--- config.mk ---
export PLATFORM = sky130hd
export DESIGN_NAME = pport_dl_ctrl
export DESIGN_NICKNAME = d
export VERILOG_FILES = /design/src/rtl/pport_dl_pkg.sv /design/src/rtl/pport_sync.sv /design/src/rtl/pport_session.sv /design/src/rtl/pport_byte_fsm.sv /design/src/rtl/pport_dl_ctrl.sv
export SDC_FILE = /design/constraint.sdc
export NUM_CORES = 1
export LEC_CHECK = 0
export BUFFER_PORTS_ARGS = -buffer_cell sky130_fd_sc_hd__clkbuf_2
export CORE_AREA = 5 5 42 44
export DETAILED_ROUTE_END_ITERATION = 16
export DIE_AREA = 0 0 47 49
export GPL_TIMING_DRIVEN = 1
export HOLD_SLACK_MARGIN = 0.06
export PLACE_DENSITY_LB_ADDON = 0.12
export SETUP_SLACK_MARGIN = 0.3
export SLEW_MARGIN = 20
export SYNTH_ARGS = -nofsm -noshare
export SYNTH_HDL_FRONTEND = slang
export SYNTH_SLANG_ARGS = --single-unit
--- constraint.sdc ---
create_clock -name clk -period 1.05 [get_ports clk]
set_input_delay 0.0525 -clock clk [delete_from_list [all_inputs] [get_ports clk]]
set_output_delay 0.0525 -clock clk [all_outputs]
set_load 0.03 [all_outputs]
--- src/rtl/pport_dl_pkg.sv ---
package pport_dl_pkg;
  typedef enum logic [1:0] {
    SES_IDLE = 2'd0,
    SES_PRDY = 2'd1,
    SES_XFER = 2'd2
  } ses_state_t;

  typedef enum logic [1:0] {
    BYT_WAIT = 2'd0,
    BYT_HELD = 2'd1,
    BYT_ACK  = 2'd2
  } byte_state_t;
endpackage

--- src/rtl/pport_sync.sv ---
module pport_sync #(
  parameter int   STAGES  = 2,
  parameter logic RST_VAL = 1'b1
) (
  input  logic clk,
  input  logic rst_n,
  input  logic d,
  output logic q
);
  logic [STAGES-1:0] chain_q;

  generate
    if (STAGES > 1) begin : g_multi
      always_ff @(posedge clk or negedge rst_n) begin
        if (!rst_n) chain_q <= {STAGES{RST_VAL}};
        else        chain_q <= {chain_q[STAGES-2:0], d};
      end
    end else begin : g_single
      always_ff @(posedge clk or negedge rst_n) begin
        if (!rst_n) chain_q <= RST_VAL;
        else        chain_q <= d;
      end
    end
  endgenerate

  assign q = chain_q[STAGES-1];
endmodule

--- src/rtl/pport_session.sv ---
module pport_session
  import pport_dl_pkg::*;
(
  input  logic       clk,
  input  logic       rst_n,
  input  logic       req,
  input  logic       rdy,
  output ses_state_t ses_q,
  output ses_state_t ses_d
);
  always_comb begin
    ses_d = ses_q;
    unique case (ses_q)
      SES_IDLE: if (req) ses_d = SES_PRDY;
      SES_PRDY: begin
        if (!req)     ses_d = SES_IDLE;
        else if (rdy) ses_d = SES_XFER;
      end
      SES_XFER: begin
        if (!req)      ses_d = SES_IDLE;
        else if (!rdy) ses_d = SES_PRDY;
      end
      default: ses_d = SES_IDLE;
    endcase
  end

  always_ff @(posedge clk or negedge rst_n) begin
    if (!rst_n) ses_q <= SES_IDLE;
    else        ses_q <= ses_d;
  end

  assert_enter_gate_R3: assert property (@(posedge clk) disable iff (!rst_n)
    (ses_q == SES_PRDY && !(req && rdy)) |=> ses_q != SES_XFER);

  assert_abort_idle_R4: assert property (@(posedge clk) disable iff (!rst_n)
    (ses_q == SES_XFER && !req) |=> ses_q == SES_IDLE);

  assert_idle_exit_R2: assert property (@(posedge clk) disable iff (!rst_n)
    (ses_q == SES_IDLE) |=> ses_q != SES_XFER);
endmodule

--- src/rtl/pport_byte_fsm.sv ---
module pport_byte_fsm
  import pport_dl_pkg::*;
(
  input  logic        clk,
  input  logic        rst_n,
  input  ses_state_t  ses_q,
  input  ses_state_t  ses_d,
  input  logic        stb_n_s,
  input  logic        nxt,
  output byte_state_t byt_q,
  output byte_state_t byt_d
);
  logic stay_xfer;
  assign stay_xfer = (ses_q == SES_XFER) && (ses_d == SES_XFER);

  always_comb begin
    byt_d = BYT_WAIT;
    if (stay_xfer) begin
      byt_d = byt_q;
      unique case (byt_q)
        BYT_WAIT: if (!stb_n_s) byt_d = BYT_HELD;
        BYT_HELD: if (nxt)      byt_d = BYT_ACK;
        BYT_ACK:  if (stb_n_s)  byt_d = BYT_WAIT;
        default:                byt_d = BYT_WAIT;
      endcase
    end
  end

  always_ff @(posedge clk or negedge rst_n) begin
    if (!rst_n) byt_q <= BYT_WAIT;
    else        byt_q <= byt_d;
  end

  assert_entry_wait_R9: assert property (@(posedge clk) disable iff (!rst_n)
    (ses_q == SES_PRDY && ses_d == SES_XFER) |=> byt_q == BYT_WAIT);

  assert_hold_without_next_R7: assert property (@(posedge clk) disable iff (!rst_n)
    (stay_xfer && byt_q == BYT_HELD && !nxt) |=> byt_q == BYT_HELD);
endmodule

--- src/rtl/pport_dl_ctrl.sv ---
module pport_dl_ctrl
  import pport_dl_pkg::*;
#(
  parameter int SYNC_STAGES = 2,
  parameter int RST_STAGES  = 2
) (
  input  logic clk,
  input  logic rst_n,
  input  logic dl_req,
  input  logic sink_rdy,
  input  logic host_strobe_n,
  input  logic next_byte,
  output logic ack_n,
  output logic dl_mode,
  output logic port_ready
);
  logic        rst_core_n;
  logic        stb_n_s;
  ses_state_t  ses_q, ses_d;
  byte_state_t byt_q, byt_d;

  pport_sync #(.STAGES(RST_STAGES), .RST_VAL(1'b0)) u_rst_sync (
    .clk(clk), .rst_n(rst_n), .d(1'b1), .q(rst_core_n)
  );

  pport_sync #(.STAGES(SYNC_STAGES), .RST_VAL(1'b1)) u_stb_sync (
    .clk(clk), .rst_n(rst_core_n), .d(host_strobe_n), .q(stb_n_s)
  );

  pport_session u_session (
    .clk(clk), .rst_n(rst_core_n), .req(dl_req), .rdy(sink_rdy),
    .ses_q(ses_q), .ses_d(ses_d)
  );

  pport_byte_fsm u_byte (
    .clk(clk), .rst_n(rst_core_n), .ses_q(ses_q), .ses_d(ses_d),
    .stb_n_s(stb_n_s), .nxt(next_byte), .byt_q(byt_q), .byt_d(byt_d)
  );

  logic ack_n_d, mode_d, ready_d;
  always_comb begin
    mode_d  = (ses_d == SES_XFER);
    ready_d = (ses_d != SES_IDLE);
    ack_n_d = !(mode_d && byt_d == BYT_ACK);
  end

  always_ff @(posedge clk or negedge rst_core_n) begin
    if (!rst_core_n) begin
      ack_n      <= 1'b1;
      dl_mode    <= 1'b0;
      port_ready <= 1'b0;
    end else begin
      ack_n      <= ack_n_d;
      dl_mode    <= mode_d;
      port_ready <= ready_d;
    end
  end

  assert_mode_ready_R10: assert property (@(posedge clk) disable iff (!rst_core_n)
    dl_mode |-> port_ready);

  assert_ack_in_xfer_R7: assert property (@(posedge clk) disable iff (!rst_core_n)
    !ack_n |-> dl_mode);

  assert_ready_loss_R5: assert property (@(posedge clk) disable iff (!rst_core_n)
    (dl_mode && dl_req && !sink_rdy) |=> (port_ready && !dl_mode && ack_n));

  assert_req_loss_R4: assert property (@(posedge clk) disable iff (!rst_core_n)
    (dl_mode && !dl_req) |=> (!port_ready && ack_n));
endmodule

Yosys cells after proc, flatten, opt, wreduce, memory -nomap -nowiden
Index checks and enable logic that the tools add are counted.

cells by class
  equality and inequality tests = 6
  multiplexer cells = 11
  reduce and logical (&&, ||, !) cells = 6

operators with widths
  cell                                                 number
  two-way mux 2 bit                                    9
  one-hot mux 2 bit (3 select lines)                   2
  equality test 2 bit, second input constant           4
  equality test 2 x 1 -> 1 bit, second input constant  2
  zero test 2 bit                                      2
  logical AND 1 bit                                    2
  nonzero test 2 bit                                   1
  zero test 1 bit                                      1

storage, ports and cells
  register bits = 11
  logic and storage cells = 30

Depth between registers and ports, before layout
  depth after elaboration = 9
  depth in mapped cells = 2

Modules after synthesis
Synthesis repeated with hierarchy kept, for this count alone.

second synthesis, totals
  cells, all modules = 26
  area, all modules = 397.9 um^2

by module, submodules not included
  module                   instances  cells an instance  area an instance (um^2)  seq. area each (um^2)
  pport_byte_fsm           1          8                  110.1                    50.0
  pport_dl_ctrl            1          7                  103.8                    76.3
  pport_session            1          7                  81.3                     50.0
  pport_sync (u_stb_sync)  1          2                  52.6                     52.6
  pport_sync (u_rst_sync)  1          2                  50.0                     50.0

Worst setup path before layout
No wires, ideal clock.

  path type = flip-flop to flip-flop
  start = register u_session.ses_q[0]
  end = register u_byte.byt_q[0]
  setup time = 0.111 ns
  arrival = 0.927 ns
  data required time = 0.939 ns
  path slack = 0.012 ns
  cell stages (with the launch flop) = 3
  clock period less this slack = 1.038 ns
  cell sequence = dfrtp_1 nand4b_2 a2111oi_2

on the way
  word-level cells in the longest chain between the ends = 6
  elaborated cells on any way between the ends = 12
  those cells by class = 3 x eq/ne; 7 x mux; 2 x reduce/logical

RTL lines
  item                                  line                                      text
  start: declaration                    pport_session.sv:8                        output ses_state_t ses_q,
  start signal: assignment              pport_session.sv:29                       else ses_q <= ses_d;
  two-way mux 2 bit (on tied branches)  pport_session.sv:21, pport_session.sv:17
  two-way mux 2 bit (on tied branches)  pport_session.sv:20, pport_session.sv:16
  one-hot mux 2 bit (3 select lines)    pport_session.sv:13                       unique case (ses_q)
  equality test 2 bit                   pport_byte_fsm.sv:14                      assign stay_xfer = (ses_q == SES_XFER) && (ses_d == SES_XFER);
  logical AND 1 bit (*)                 pport_byte_fsm.sv:14
  two-way mux 2 bit (*)                 pport_byte_fsm.sv:18                      if (stay_xfer) begin
  via byt_d[0]                          pport_dl_ctrl.sv:20                       byte_state_t byt_q, byt_d;
  end signal: assignment                pport_byte_fsm.sv:31                      else byt_q <= byt_d;
  end: declaration                      pport_byte_fsm.sv:10                      output byte_state_t byt_q,

The timed path passes the listed nets; every way through them passes the cells marked *.

Worst setup path in the final report
  start = register u_byte.byt_q[1]
  end = register ack_n

on the way
  word-level cells in the longest chain between the ends = 6
  elaborated cells on any way between the ends = 11
  those cells by class = 3 x eq/ne; 5 x mux; 3 x reduce/logical

RTL lines
  item                                               line                  text
  equality test 2 bit, or another cell as far along  pport_byte_fsm.sv:20  unique case (byt_q)
  one-hot mux 2 bit (3 select lines) (*)             pport_byte_fsm.sv:20
  two-way mux 2 bit (*)                              pport_byte_fsm.sv:18
  equality test 2 bit (*)                            pport_dl_ctrl.sv:44   ack_n_d = !(mode_d && byt_d == BYT_ACK);
  logical AND 1 bit (*)                              pport_dl_ctrl.sv:44
  zero test 1 bit (*)                                pport_dl_ctrl.sv:44
  via ack_n_d                                        pport_dl_ctrl.sv:40   logic ack_n_d, mode_d, ready_d;
  end signal: assignment                             pport_dl_ctrl.sv:53   ack_n <= ack_n_d;
  end: declaration                                   pport_dl_ctrl.sv:13   output logic ack_n,

Marks and branches as above.

==> impl_metrics.csv <==
group,metric,value,unit
detailed_routing,drt-initial-drc-count,0,
finish,antenna_cells,0,
clocking,hold_buffers,3,
synthesis,synth_cells,26,
setup_path,max_stage_delay,0.40,ns
hold_path,hp-class,"in2reg",
finish,nets,53,
finish,area_growth,56.5,%
placed_design,port_buffers,8,
global_routing,antenna_found_initial,0,
global_routing,grt_pass1_vias,277,
setup_path,crit_chain,"or3b_4, a21o_2",
clocking,h-tree-depth,1,
floorplan,start_util,0.281,
job,maxCapViolCount,0,
detailed_routing,via_count,259,
global_routing,grt_max_degree,10,
clocking,cts.reportedPaths.clkPinSlew,0.06,ns
outcome,outcome,"complete, no violations",
floorplan,die_w,47,um
floorplan,die-area,0.00230,sq mm
synthesis,syn_nets,32,
finish,fin_area,617,sq um
power,finalPower,0.820,mW
setup_path,end_kind,"flip-flop",
placed_design,gp_congestion,0.716,
synthesis,netlist_area,394,sq um
floorplan,die_h,49,um
floorplan,io_pins,9,
clocking,cts.sinks,11,
setup_path,required,1.24,ns
finish,n_fill_cell,136,
global_routing,grt_pass1_wl,1180,um
clocking,cts-root-buf,"clkbuf_4",
synthesis,synth_warnings,0,
floorplan,fp.coreArea,0.00140,sq mm
clocking,cts_made_buffers,3,
synthesis,yosys_register_bits,11,
power,powerDensity,1330,mW/mm^2
synthesis,yosysTopAreaCell,"dfrtp_1",
finish,seqCellArea,280,sq um
detailed_routing,ant_nets,0,
finish,final_common_cell,"dfrtp_1",
clocking,tritoncts,"done",
detailed_routing,drt-total-wl,679,um
detailed_routing,drc,0,
setup_path,cp.arrival,1.22,ns
timing,grt_setup_unrepaired,"yes",
placed_design,placed_area,478,sq um
synthesis,synth_cell_types,15,
synthesis,yosysTopAreaCellShare,0.508,
clocking,cts_buffer_depth,2,
power,power.leakage,0.284,nW
timing,post-route-period-util,0.978,
timing,max_freq,0.974,GHz
finish,drive_above_1_share,0.587,
clocking,clock_latency,0.26,ns
finish,fin_util,0.440,
detailed_routing,via_per_inst,4.18,
setup_path,path_class,"reg2reg",
synthesis,ys_seq_area_frac,0.708,
finish,layout_common_cells,"dfrtp_1 (7), clkbuf_2 (5), buf_4 (4)",
timing,finalCriticalPeriod,1.03,ns
synthesis,avgSynthCellArea,15.2,sq um
timing,hold_viol_final,0,
power,peakVddDrop,0.698,mV
synthesis,synth_area_leaders,"dfrtp_1 (51%), dfstp_2 (20%), a2111oi_2 (3.8%)",
timing,setup_viol,0,
timing,fin_worst_skew,0.00135,ns
floorplan,row_count,14,
detailed_routing,wire_per_inst,11.0,um
setup_path,startpoint_type,"flip-flop",
setup_path,path_buf_inv,0,
setup_path,path_max_fanout,3,
timing,report.final.slew_viol_count,0,
global_routing,track_usage,0.0712,
setup_path,slowest_stage,"or3b_4",
finish,multi_input_area,149,sq um
global_routing,overflow,0,
setup_path,path_delay_family,"simple AND/OR/NAND/NOR gates",
detailed_routing,dr.pass1.iters,1,
## logic make-up after synthesis
logic type	Yosys count	share of synthesized area
other	1	0.00951
flip-flops	11	0.708
AO/OA/AOI/OAI	6	0.124
XOR/XNOR	1	0.0222
AND/OR/NAND/NOR	7	0.137
## registers in the layout, indices dropped and copies added, names as in the netlist
signal              count
u_stb_sync.chain_q      2
u_byte.byt_q            2
ack_n                   1
u_rst_sync.chain_q      2
u_session.ses_q         2
dl_mode                 1
port_ready              1
## final timing paths
check	from	endpoint	slack [ns]	cells after the start
max	u_byte.byt_q[1]$_DFF_PN0_	ack_n$_DFF_PN1_	0.02	2
min	next_byte	u_byte.byt_q[0]$_DFF_PN0_	0.01	2
max reg2reg	u_byte.byt_q[1]$_DFF_PN0_	ack_n$_DFF_PN1_	0.02	2
min reg2reg	u_rst_sync.chain_q[1]$_DFF_PN0_	u_byte.byt_q[0]$_DFF_PN0_	0.14	0
max in group asynchronous	u_rst_sync.chain_q[1]$_DFF_PN0_	u_stb_sync.chain_q[0]$_DFF_PN1_	0.61	0
min in group asynchronous	rst_n	u_rst_sync.chain_q[1]$_DFF_PN0_	0.11	2
## metal layers
layer / GRT usage / part of all wire / up-vias
met5: 0 / 0 / -
li1: - / - / 131
met1: 0.0864 / 0.43 / 121
met2: 0.0995 / 0.50 / 5
met3: 0.0221 / 0.060 / 2
met4: 0.0553 / 0.0074 / 0
## per-stage QoR
stage,hold WS [ns],instances,setup slack (ns),setup TNS (ns)
2_1_floorplan,-0.243,26,0.0364,0
3_3_place_gp,-0.162,52,0.0535,0
3_5_place_dp,-0.160,52,0.0146,0
4_1_cts,-0.0136,59,0.0310,0
5_1_grt,0.00729,62,-0.00398,-0.00398
6_report,0.0136,62,0.0236,0
## cells in the mapped netlist, drive strengths merged
master / count
xor2: 1
conb: 1
a21o: 1
nor2b: 1
dfstp: 3
and3: 2
nand4b: 1
or3b: 1
nand3b: 1
a2111oi: 1
nor2: 1
o21a: 1
dfrtp: 8
a21oi: 2
a21boi: 1
## worst register-to-register path: stages (launching register included)
cell and delay, ns:
dfrtp_1 0.37, or3b_4 0.40, a21o_2 0.19
## timing repair
item                                    in CTS  in global routing
endpoints found under the setup margin      10                 10
pin swaps                                    0                  2
gates resized for setup                      9                  8
setup buffers                                0                  3
endpoints found under the hold margin        5                  1
## power by group
| part | internal [mW] | leakage, nW | switching, mW |
|---|---|---|---|
| clock network | 0.147 | 0.0150 | 0.126 |
| logic | 0.0475 | 0.137 | 0.0379 |
| registers | 0.445 | 0.132 | 0.0164 |
## area by class of cell
class | instances | area share
Tap cell | 16 | 0.0325
Timing Repair Buffer | 16 | 0.229
Sequential cell | 11 | 0.454
Clock buffer | 4 | 0.0426
Multi-Input combinational cell | 15 | 0.241
Note: power is estimated with default switching activity, not from simulation.
